### src/rtl/buf_tmr_pkg.sv
package buf_tmr_pkg;
  typedef enum logic [1:0] {
    A_LO   = 2'd0,
    A_HI   = 2'd1,
    A_CTRL = 2'd2,
    A_NONE = 2'd3
  } reg_addr_e;

  // control byte bit positions
  localparam int unsigned C_RUN  = 0;
  localparam int unsigned C_OVF  = 2;
  localparam int unsigned C_OSC  = 3;
  localparam int unsigned C_PS   = 4;
  localparam int unsigned C_STAT = 6;
  localparam int unsigned C_MODE = 7;

  // last prescaler state before an increment fires: 2^sel - 1
  function automatic int unsigned presc_last(input int unsigned sel);
    return (32'd1 << sel) - 32'd1;
  endfunction
endpackage

### src/rtl/buf_tmr_presc.sv
module buf_tmr_presc
  import buf_tmr_pkg::*;
#(
  parameter int unsigned PSW = 2
) (
  input  logic           clk,
  input  logic           rst_n,
  input  logic           en_i,
  input  logic           tick_i,
  input  logic           clr_i,
  input  logic [PSW-1:0] sel_i,
  output logic           fire_o
);
  localparam int unsigned PCW = (1 << PSW) - 1;

  logic [PCW-1:0] pcnt_q;
  logic           at_last;

  assign at_last = (pcnt_q >= PCW'(presc_last(32'(sel_i))));
  assign fire_o  = en_i & tick_i & at_last & ~clr_i;

  always_ff @(posedge clk or negedge rst_n) begin
    if (!rst_n)              pcnt_q <= '0;
    else if (clr_i)          pcnt_q <= '0;
    else if (en_i && tick_i) pcnt_q <= at_last ? '0 : pcnt_q + 1'b1;
  end

  assert_presc_clear_R7: assert property (@(posedge clk) disable iff (!rst_n)
    clr_i |=> (pcnt_q == '0));
  assert_presc_hold_R2: assert property (@(posedge clk) disable iff (!rst_n)
    (!en_i && !clr_i) |=> $stable(pcnt_q));
endmodule

### src/rtl/buf_tmr_count.sv
module buf_tmr_count #(
  parameter int unsigned BW = 8
) (
  input  logic          clk,
  input  logic          rst_n,
  input  logic          buf_mode_i,
  input  logic          wr_lo_i,
  input  logic          wr_hi_i,
  input  logic          rd_lo_i,
  input  logic          inc_i,
  input  logic [BW-1:0] wd_i,
  output logic [2*BW-1:0] cnt_o,
  output logic [BW-1:0] shadow_o,
  output logic          wrap_o
);
  localparam int unsigned CW = 2 * BW;

  logic [CW-1:0] cnt_q;
  logic [BW-1:0] shadow_q;
  logic          wr_hi_direct, wr_hi_buf, snap_evt, inc_take;

  assign wr_hi_direct = wr_hi_i & ~buf_mode_i;
  assign wr_hi_buf    = wr_hi_i &  buf_mode_i;
  assign snap_evt     = rd_lo_i &  buf_mode_i;
  assign inc_take     = inc_i & ~wr_lo_i & ~wr_hi_direct;
  assign wrap_o       = inc_take & (cnt_q == {CW{1'b1}});

  always_ff @(posedge clk or negedge rst_n) begin
    if (!rst_n) begin
      cnt_q <= '0;
    end else if (wr_lo_i) begin
      cnt_q <= {(buf_mode_i ? shadow_q : cnt_q[CW-1:BW]), wd_i};
    end else if (wr_hi_direct) begin
      cnt_q <= {wd_i, cnt_q[BW-1:0]};
    end else if (inc_take) begin
      cnt_q <= cnt_q + 1'b1;
    end
  end

  always_ff @(posedge clk or negedge rst_n) begin
    if (!rst_n)         shadow_q <= '0;
    else if (wr_hi_buf) shadow_q <= wd_i;
    else if (snap_evt)  shadow_q <= cnt_q[CW-1:BW];
  end

  assign cnt_o    = cnt_q;
  assign shadow_o = shadow_q;

  assert_lo_load_R6: assert property (@(posedge clk) disable iff (!rst_n)
    wr_lo_i |=> (cnt_q[BW-1:0] == $past(wd_i)));
  assert_commit_R6: assert property (@(posedge clk) disable iff (!rst_n)
    (wr_lo_i && buf_mode_i) |=> (cnt_q[CW-1:BW] == $past(shadow_q)));
  assert_shadow_load_R6: assert property (@(posedge clk) disable iff (!rst_n)
    wr_hi_buf |=> (shadow_q == $past(wd_i)));
  assert_snap_R5: assert property (@(posedge clk) disable iff (!rst_n)
    (snap_evt && !wr_hi_i) |=> (shadow_q == $past(cnt_q[CW-1:BW])));
  assert_direct_R4: assert property (@(posedge clk) disable iff (!rst_n)
    wr_hi_direct |=> ((cnt_q[CW-1:BW] == $past(wd_i)) && $stable(shadow_q)));
  assert_wrap_zero_R3: assert property (@(posedge clk) disable iff (!rst_n)
    wrap_o |=> (cnt_q == '0));
endmodule

### src/rtl/buf_tmr_ctrl.sv
module buf_tmr_ctrl #(
  parameter int unsigned PSW = 2
) (
  input  logic           clk,
  input  logic           rst_n,
  input  logic           wr_i,
  input  logic           mode_d,
  input  logic [PSW-1:0] ps_d,
  input  logic           osc_d,
  input  logic           ovf_d,
  input  logic           run_d,
  input  logic           wrap_i,
  output logic           mode_o,
  output logic [PSW-1:0] ps_o,
  output logic           osc_o,
  output logic           ovf_o,
  output logic           run_o
);
  logic ovf_clr;
  assign ovf_clr = wr_i & ~ovf_d;

  always_ff @(posedge clk or negedge rst_n) begin
    if (!rst_n) begin
      mode_o <= 1'b0;
      ps_o   <= '0;
      osc_o  <= 1'b0;
      run_o  <= 1'b0;
    end else if (wr_i) begin
      mode_o <= mode_d;
      ps_o   <= ps_d;
      osc_o  <= osc_d;
      run_o  <= run_d;
    end
  end

  always_ff @(posedge clk or negedge rst_n) begin
    if (!rst_n)       ovf_o <= 1'b0;
    else if (wrap_i)  ovf_o <= 1'b1;
    else if (ovf_clr) ovf_o <= 1'b0;
  end

  assert_ovf_set_R3: assert property (@(posedge clk) disable iff (!rst_n)
    wrap_i |=> ovf_o);
  assert_ovf_sticky_R3: assert property (@(posedge clk) disable iff (!rst_n)
    (ovf_o && !ovf_clr) |=> ovf_o);
  assert_ovf_noset_R3: assert property (@(posedge clk) disable iff (!rst_n)
    (!ovf_o && !wrap_i) |=> !ovf_o);
endmodule

### src/rtl/buf_timer16.sv
module buf_timer16
  import buf_tmr_pkg::*;
#(
  parameter int unsigned BW  = 8,
  parameter int unsigned PSW = 2
) (
  input  logic          clk,
  input  logic          rst_n,
  input  logic [1:0]    bus_addr,
  input  logic          bus_wr,
  input  logic          bus_rd,
  input  logic [BW-1:0] bus_wdata,
  output logic [BW-1:0] bus_rdata,
  input  logic          cnt_tick,
  input  logic          clk_sel_tmr,
  output logic          osc_en_o,
  output logic          ovf_o
);
  localparam int unsigned CW = 2 * BW;

  logic          wr_lo, wr_hi, wr_ctrl, rd_lo;
  logic          mode_q, osc_q, ovf_q, run_q;
  logic [PSW-1:0] ps_q;
  logic          inc_evt, wrap_evt;
  logic [CW-1:0] cnt;
  logic [BW-1:0] shadow, ctrl_rd;

  assign wr_lo   = bus_wr & (bus_addr == A_LO);
  assign wr_hi   = bus_wr & (bus_addr == A_HI);
  assign wr_ctrl = bus_wr & (bus_addr == A_CTRL);
  assign rd_lo   = bus_rd & (bus_addr == A_LO);

  buf_tmr_presc #(.PSW(PSW)) u_presc (
    .clk(clk), .rst_n(rst_n), .en_i(run_q), .tick_i(cnt_tick),
    .clr_i(wr_lo), .sel_i(ps_q), .fire_o(inc_evt)
  );

  buf_tmr_count #(.BW(BW)) u_count (
    .clk(clk), .rst_n(rst_n), .buf_mode_i(mode_q), .wr_lo_i(wr_lo),
    .wr_hi_i(wr_hi), .rd_lo_i(rd_lo), .inc_i(inc_evt), .wd_i(bus_wdata),
    .cnt_o(cnt), .shadow_o(shadow), .wrap_o(wrap_evt)
  );

  buf_tmr_ctrl #(.PSW(PSW)) u_ctrl (
    .clk(clk), .rst_n(rst_n), .wr_i(wr_ctrl),
    .mode_d(bus_wdata[C_MODE]), .ps_d(bus_wdata[C_PS +: PSW]),
    .osc_d(bus_wdata[C_OSC]), .ovf_d(bus_wdata[C_OVF]), .run_d(bus_wdata[C_RUN]),
    .wrap_i(wrap_evt),
    .mode_o(mode_q), .ps_o(ps_q), .osc_o(osc_q), .ovf_o(ovf_q), .run_o(run_q)
  );

  always_comb begin
    ctrl_rd              = '0;
    ctrl_rd[C_MODE]      = mode_q;
    ctrl_rd[C_STAT]      = clk_sel_tmr;
    ctrl_rd[C_PS +: PSW] = ps_q;
    ctrl_rd[C_OSC]       = osc_q;
    ctrl_rd[C_OVF]       = ovf_q;
    ctrl_rd[C_RUN]       = run_q;
  end

  always_comb begin
    unique case (bus_addr)
      A_LO:    bus_rdata = cnt[BW-1:0];
      A_HI:    bus_rdata = mode_q ? shadow : cnt[CW-1:BW];
      A_CTRL:  bus_rdata = ctrl_rd;
      default: bus_rdata = '0;
    endcase
  end

  assign osc_en_o = osc_q;
  assign ovf_o    = ovf_q;

  assert_status_R9: assert property (@(posedge clk) disable iff (!rst_n)
    (bus_addr == A_CTRL) |-> (bus_rdata[C_STAT] == clk_sel_tmr));
  assert_hi_path_R5: assert property (@(posedge clk) disable iff (!rst_n)
    (mode_q && bus_addr == A_HI) |-> (bus_rdata == shadow));
endmodule

### config.mk
export PLATFORM = sky130hd
export DESIGN_NAME = buf_timer16
export DESIGN_NICKNAME = d
export VERILOG_FILES = /design/src/rtl/buf_tmr_pkg.sv /design/src/rtl/buf_tmr_presc.sv /design/src/rtl/buf_tmr_count.sv /design/src/rtl/buf_tmr_ctrl.sv /design/src/rtl/buf_timer16.sv
export SDC_FILE = /design/constraint.sdc
export NUM_CORES = 1
export LEC_CHECK = 0
export BUFFER_PORTS_ARGS = -buffer_cell sky130_fd_sc_hd__buf_2
export CAP_MARGIN = 20
export CORE_MARGIN = 3
export CORE_UTILIZATION = 45
export CTS_BUF_LIST = sky130_fd_sc_hd__clkbuf_8
export DETAILED_ROUTE_END_ITERATION = 10
export PLACE_DENSITY = 0.75
export RECOVER_POWER = 25
export SETUP_SLACK_MARGIN = 0.1
export SYNTH_ARGS = -nofsm -noshare
export SYNTH_HDL_FRONTEND = slang
export SYNTH_SLANG_ARGS = --single-unit
### constraint.sdc
create_clock -name clk -period 3.2 [get_ports clk]
set_clock_uncertainty 0.05 [all_clocks]
set_input_delay 0.32 -clock clk [delete_from_list [all_inputs] [get_ports clk]]
set_output_delay 0.32 -clock clk [all_outputs]
set_load 0.01 [all_outputs]
==> results_dict.tcl <==
set metrics [dict create \
    outcome "finished with violations" \
    violations "max-capacitance violations, max-slew violations" \
    multi_input_comb_area_um2 1401 \
    synth_top_cell_area_share_pct 34.59 \
    ios 26 \
    final-seq-area_um2 825.8 \
    cts.sinks 33 \
    vias 2312 \
    viasPerCell 6.215 \
    critical_path_class "register to register" \
    synthesis.area_um2 2387 \
    syn_to_final_growth_pct 9.067 \
    diodes 0 \
    power_leakage_nw 1.095 \
    gr-usage-met2_pct 33.96 \
    post-dp-hpwl_um 4733 \
    ys.flop_type "dfrtp_1" \
    p_seq_share_pct 42.0 \
    whs_ns 0.2393 \
    fp.dieArea_um2 6215 \
    postCtsSetupRepairBufs 0 \
    cp_max_fo 10 \
    drtAntennaViolNets 0 \
    finish.utilization_pct 53.02 \
    rsz0062_at_grt "no" \
    peakVddDrop_mv 0.3232 \
    gp_congestion 0.9004 \
    tns_ns 0 \
    required_ns 3.32 \
    synth_cell_types 58 \
    antenna_found_initial 0 \
    drt_iter0_drc 261 \
    tightest_slew_ns 1.844 \
    die_w_um 78.84 \
    drc 0 \
    slew_viol_final 34 \
    r2r_setup_slack_ns 0.75 \
    ctsLongestPathBuffers 2 \
    drt_wl_total_um 6686 \
    clk_latency_ns 0.29 \
    sw_frac_of_total_pct 43.41 \
    met3_usage_pct 3.968 \
    globalRouteTotalUtil_pct 22.45 \
    cts_resized 0 \
    layoutNonFillerInstCount 372 \
    ctsHtreeMaxLevel 2 \
    p_int_mw 1.045 \
    numCtsBuffers 5 \
    path_clk_slew_ns 0.07 \
    setup_viol 0 \
    final_hold_viol_count 0 \
    yosys_warnings 0 \
    hp-class "input port to register" \
    port_buffers 25 \
    die_h_um 78.84 \
    maxCapViolCount 1 \
    min_period_over_period_pct 76.69 \
    end_kind "register" \
    arrival_ns 2.57 \
    drt_first_pass_iters 5 \
    yosys-top-cells-area "dfrtp_1 35%, mux2i_1 5.9%, nand2_1 5.8%" \
    grt_first_pass_wirelength_um 10900 \
    reg2reg_depth 7 \
    syn_inst 283 \
    grt_use_met1_pct 32.36 \
    nFillCells 485 \
    combPwrFrac_pct 40.5 \
    gr-max-usage-layer "met2" \
    fp-row-count 25 \
    wl_per_cell_um 17.97 \
    syn-mean-instance-area_um2 8.436 \
    synth_edf_count 0 \
    clock_power_share_pct 17.5 \
    root_buffer "clkbuf_8" \
    powerDensity_nw_per_um2 709.2 \
    synth.most_common_cell "nand2_1" \
    grt_pass1_vias 2138 \
    drive_gt1_share_pct 16.72 \
    syn-num-nets 304 \
    fmax_mhz 407.5 \
    ys_top_cells_by_count "37 x nand2_1, 33 x dfrtp_1, 27 x o21ai_0, 19 x a21oi_1, 19 x nor2_1" \
    cts_tree "done" \
    start_util_pct 48.61 \
    yosys.area.top_type "dfrtp_1" \
    worstSetupStartpointType "register" \
    fin_crit_ns 2.454 \
    power.switching_mw 0.8016 \
    grt_max_degree 37 \
    globalRouteOverflowTotal 0 \
    whs_path_depth 3 \
    ys_ff_latch 33 \
    dp.cells 365 \
    slew_headroom_pct -22.96 \
    synthArstFlopShare_pct 100.0 \
    design.core.area_um2 4911 \
    finish.net_count 326 \
    seq_area_frac_synth_pct 34.59 \
    cts-hold-fix-buffers 0 \
]
==> kinds of logic after synthesis <==
kind of cell    Yosys count  synth area share (%)
mux                      20                 8.700
fa+ha+maj                 5                 2.621
flops                    33                 34.59
compound gates           89                 24.01
xor+xnor                  3                 1.101
buf+inv                  26                 6.708
simple gates            107                 22.28
==> sequential cells by signal, indices dropped and copies added, names as in the netlist <==
register,cells
u_count.shadow_o,8
u_ctrl.mode_o,1
u_presc.pcnt_q,3
u_ctrl.ovf_o,1
u_count.cnt_o,16
u_ctrl.run_o,1
u_ctrl.ps_o,2
u_ctrl.osc_o,1
==> cells in the final DEF (no fill, tap or decap), drive strengths merged, types with 10 or more instances in the layout <==
cell type / count
buf: 30
nor2: 19
o21ai: 28
nand2: 37
nand3: 14
mux2i: 14
inv: 11
dfrtp: 33
a21oi: 20
nor3: 10
==> worst max-delay path: stages, from the launching register on <==
cell     delay (ns)
dfrtp_1        0.40
or2_2          0.30
ha_1           0.27
nor2b_1        0.25
o21ai_4        0.14
a21oi_2        0.43
nor3_1         0.11
or3_1          0.38
==> per-stage QoR <==
stage / area [um^2] / power (mW) / worst slack [ns]
CTS: 2605 / 1.831 / 0.7522
finish: 2604 / 1.846 / 0.7459
global placement: 2519 / 1.484 / 0.8440
global route: 2604 / 1.983 / 0.6084
detailed placement: 2519 / 1.507 / 0.7634
floorplan: 2387 / 1.309 / 0.9969
==> power by group through the flow <==
| stage | combinational, mW | sequential [mW] | clock, mW |
|---|---|---|---|
| after floorplan | 0.616 | 0.692 | 0 |
| after global placement | 0.718 | 0.765 | 0 |
| after detailed placement | 0.734 | 0.773 | 0 |
| after CTS | 0.739 | 0.765 | 0.327 |
| after global routing | 0.840 | 0.796 | 0.347 |
| final | 0.748 | 0.775 | 0.323 |
==> path summary, 6_finish.rpt <==
path	startpoint	endpoint
setup / recovery	u_ctrl.ps_o[0]	u_count.cnt_o[14]
hold / removal	bus_wdata[6]	u_count.shadow_o[6]
setup reg to reg	u_ctrl.ps_o[0]	u_count.cnt_o[14]
hold reg to reg	u_count.shadow_o[3]	u_count.shadow_o[3]
max in group asynchronous	rst_n	u_count.cnt_o[14]
min in group asynchronous	rst_n	u_presc.pcnt_q[1]
==> per-layer routing <==
layer / routed length (um) / vias to the layer above
li1: - / 1083
met1: 2996 / 1070
met2: 2952 / 141
met3: 628 / 18
met4: 108 / 0
met5: 0 / -
==> cell type report <==
class | instances | area share, %
clock buffers | 6 | 3.172
inverters | 10 | 1.442
flip-flops and latches | 33 | 31.72
clock inverters | 1 | 0.1442
multi-input cells | 224 | 53.82
repair buffers | 31 | 6.487
well taps | 67 | 3.220
Power figures use the tool's default switching activity.
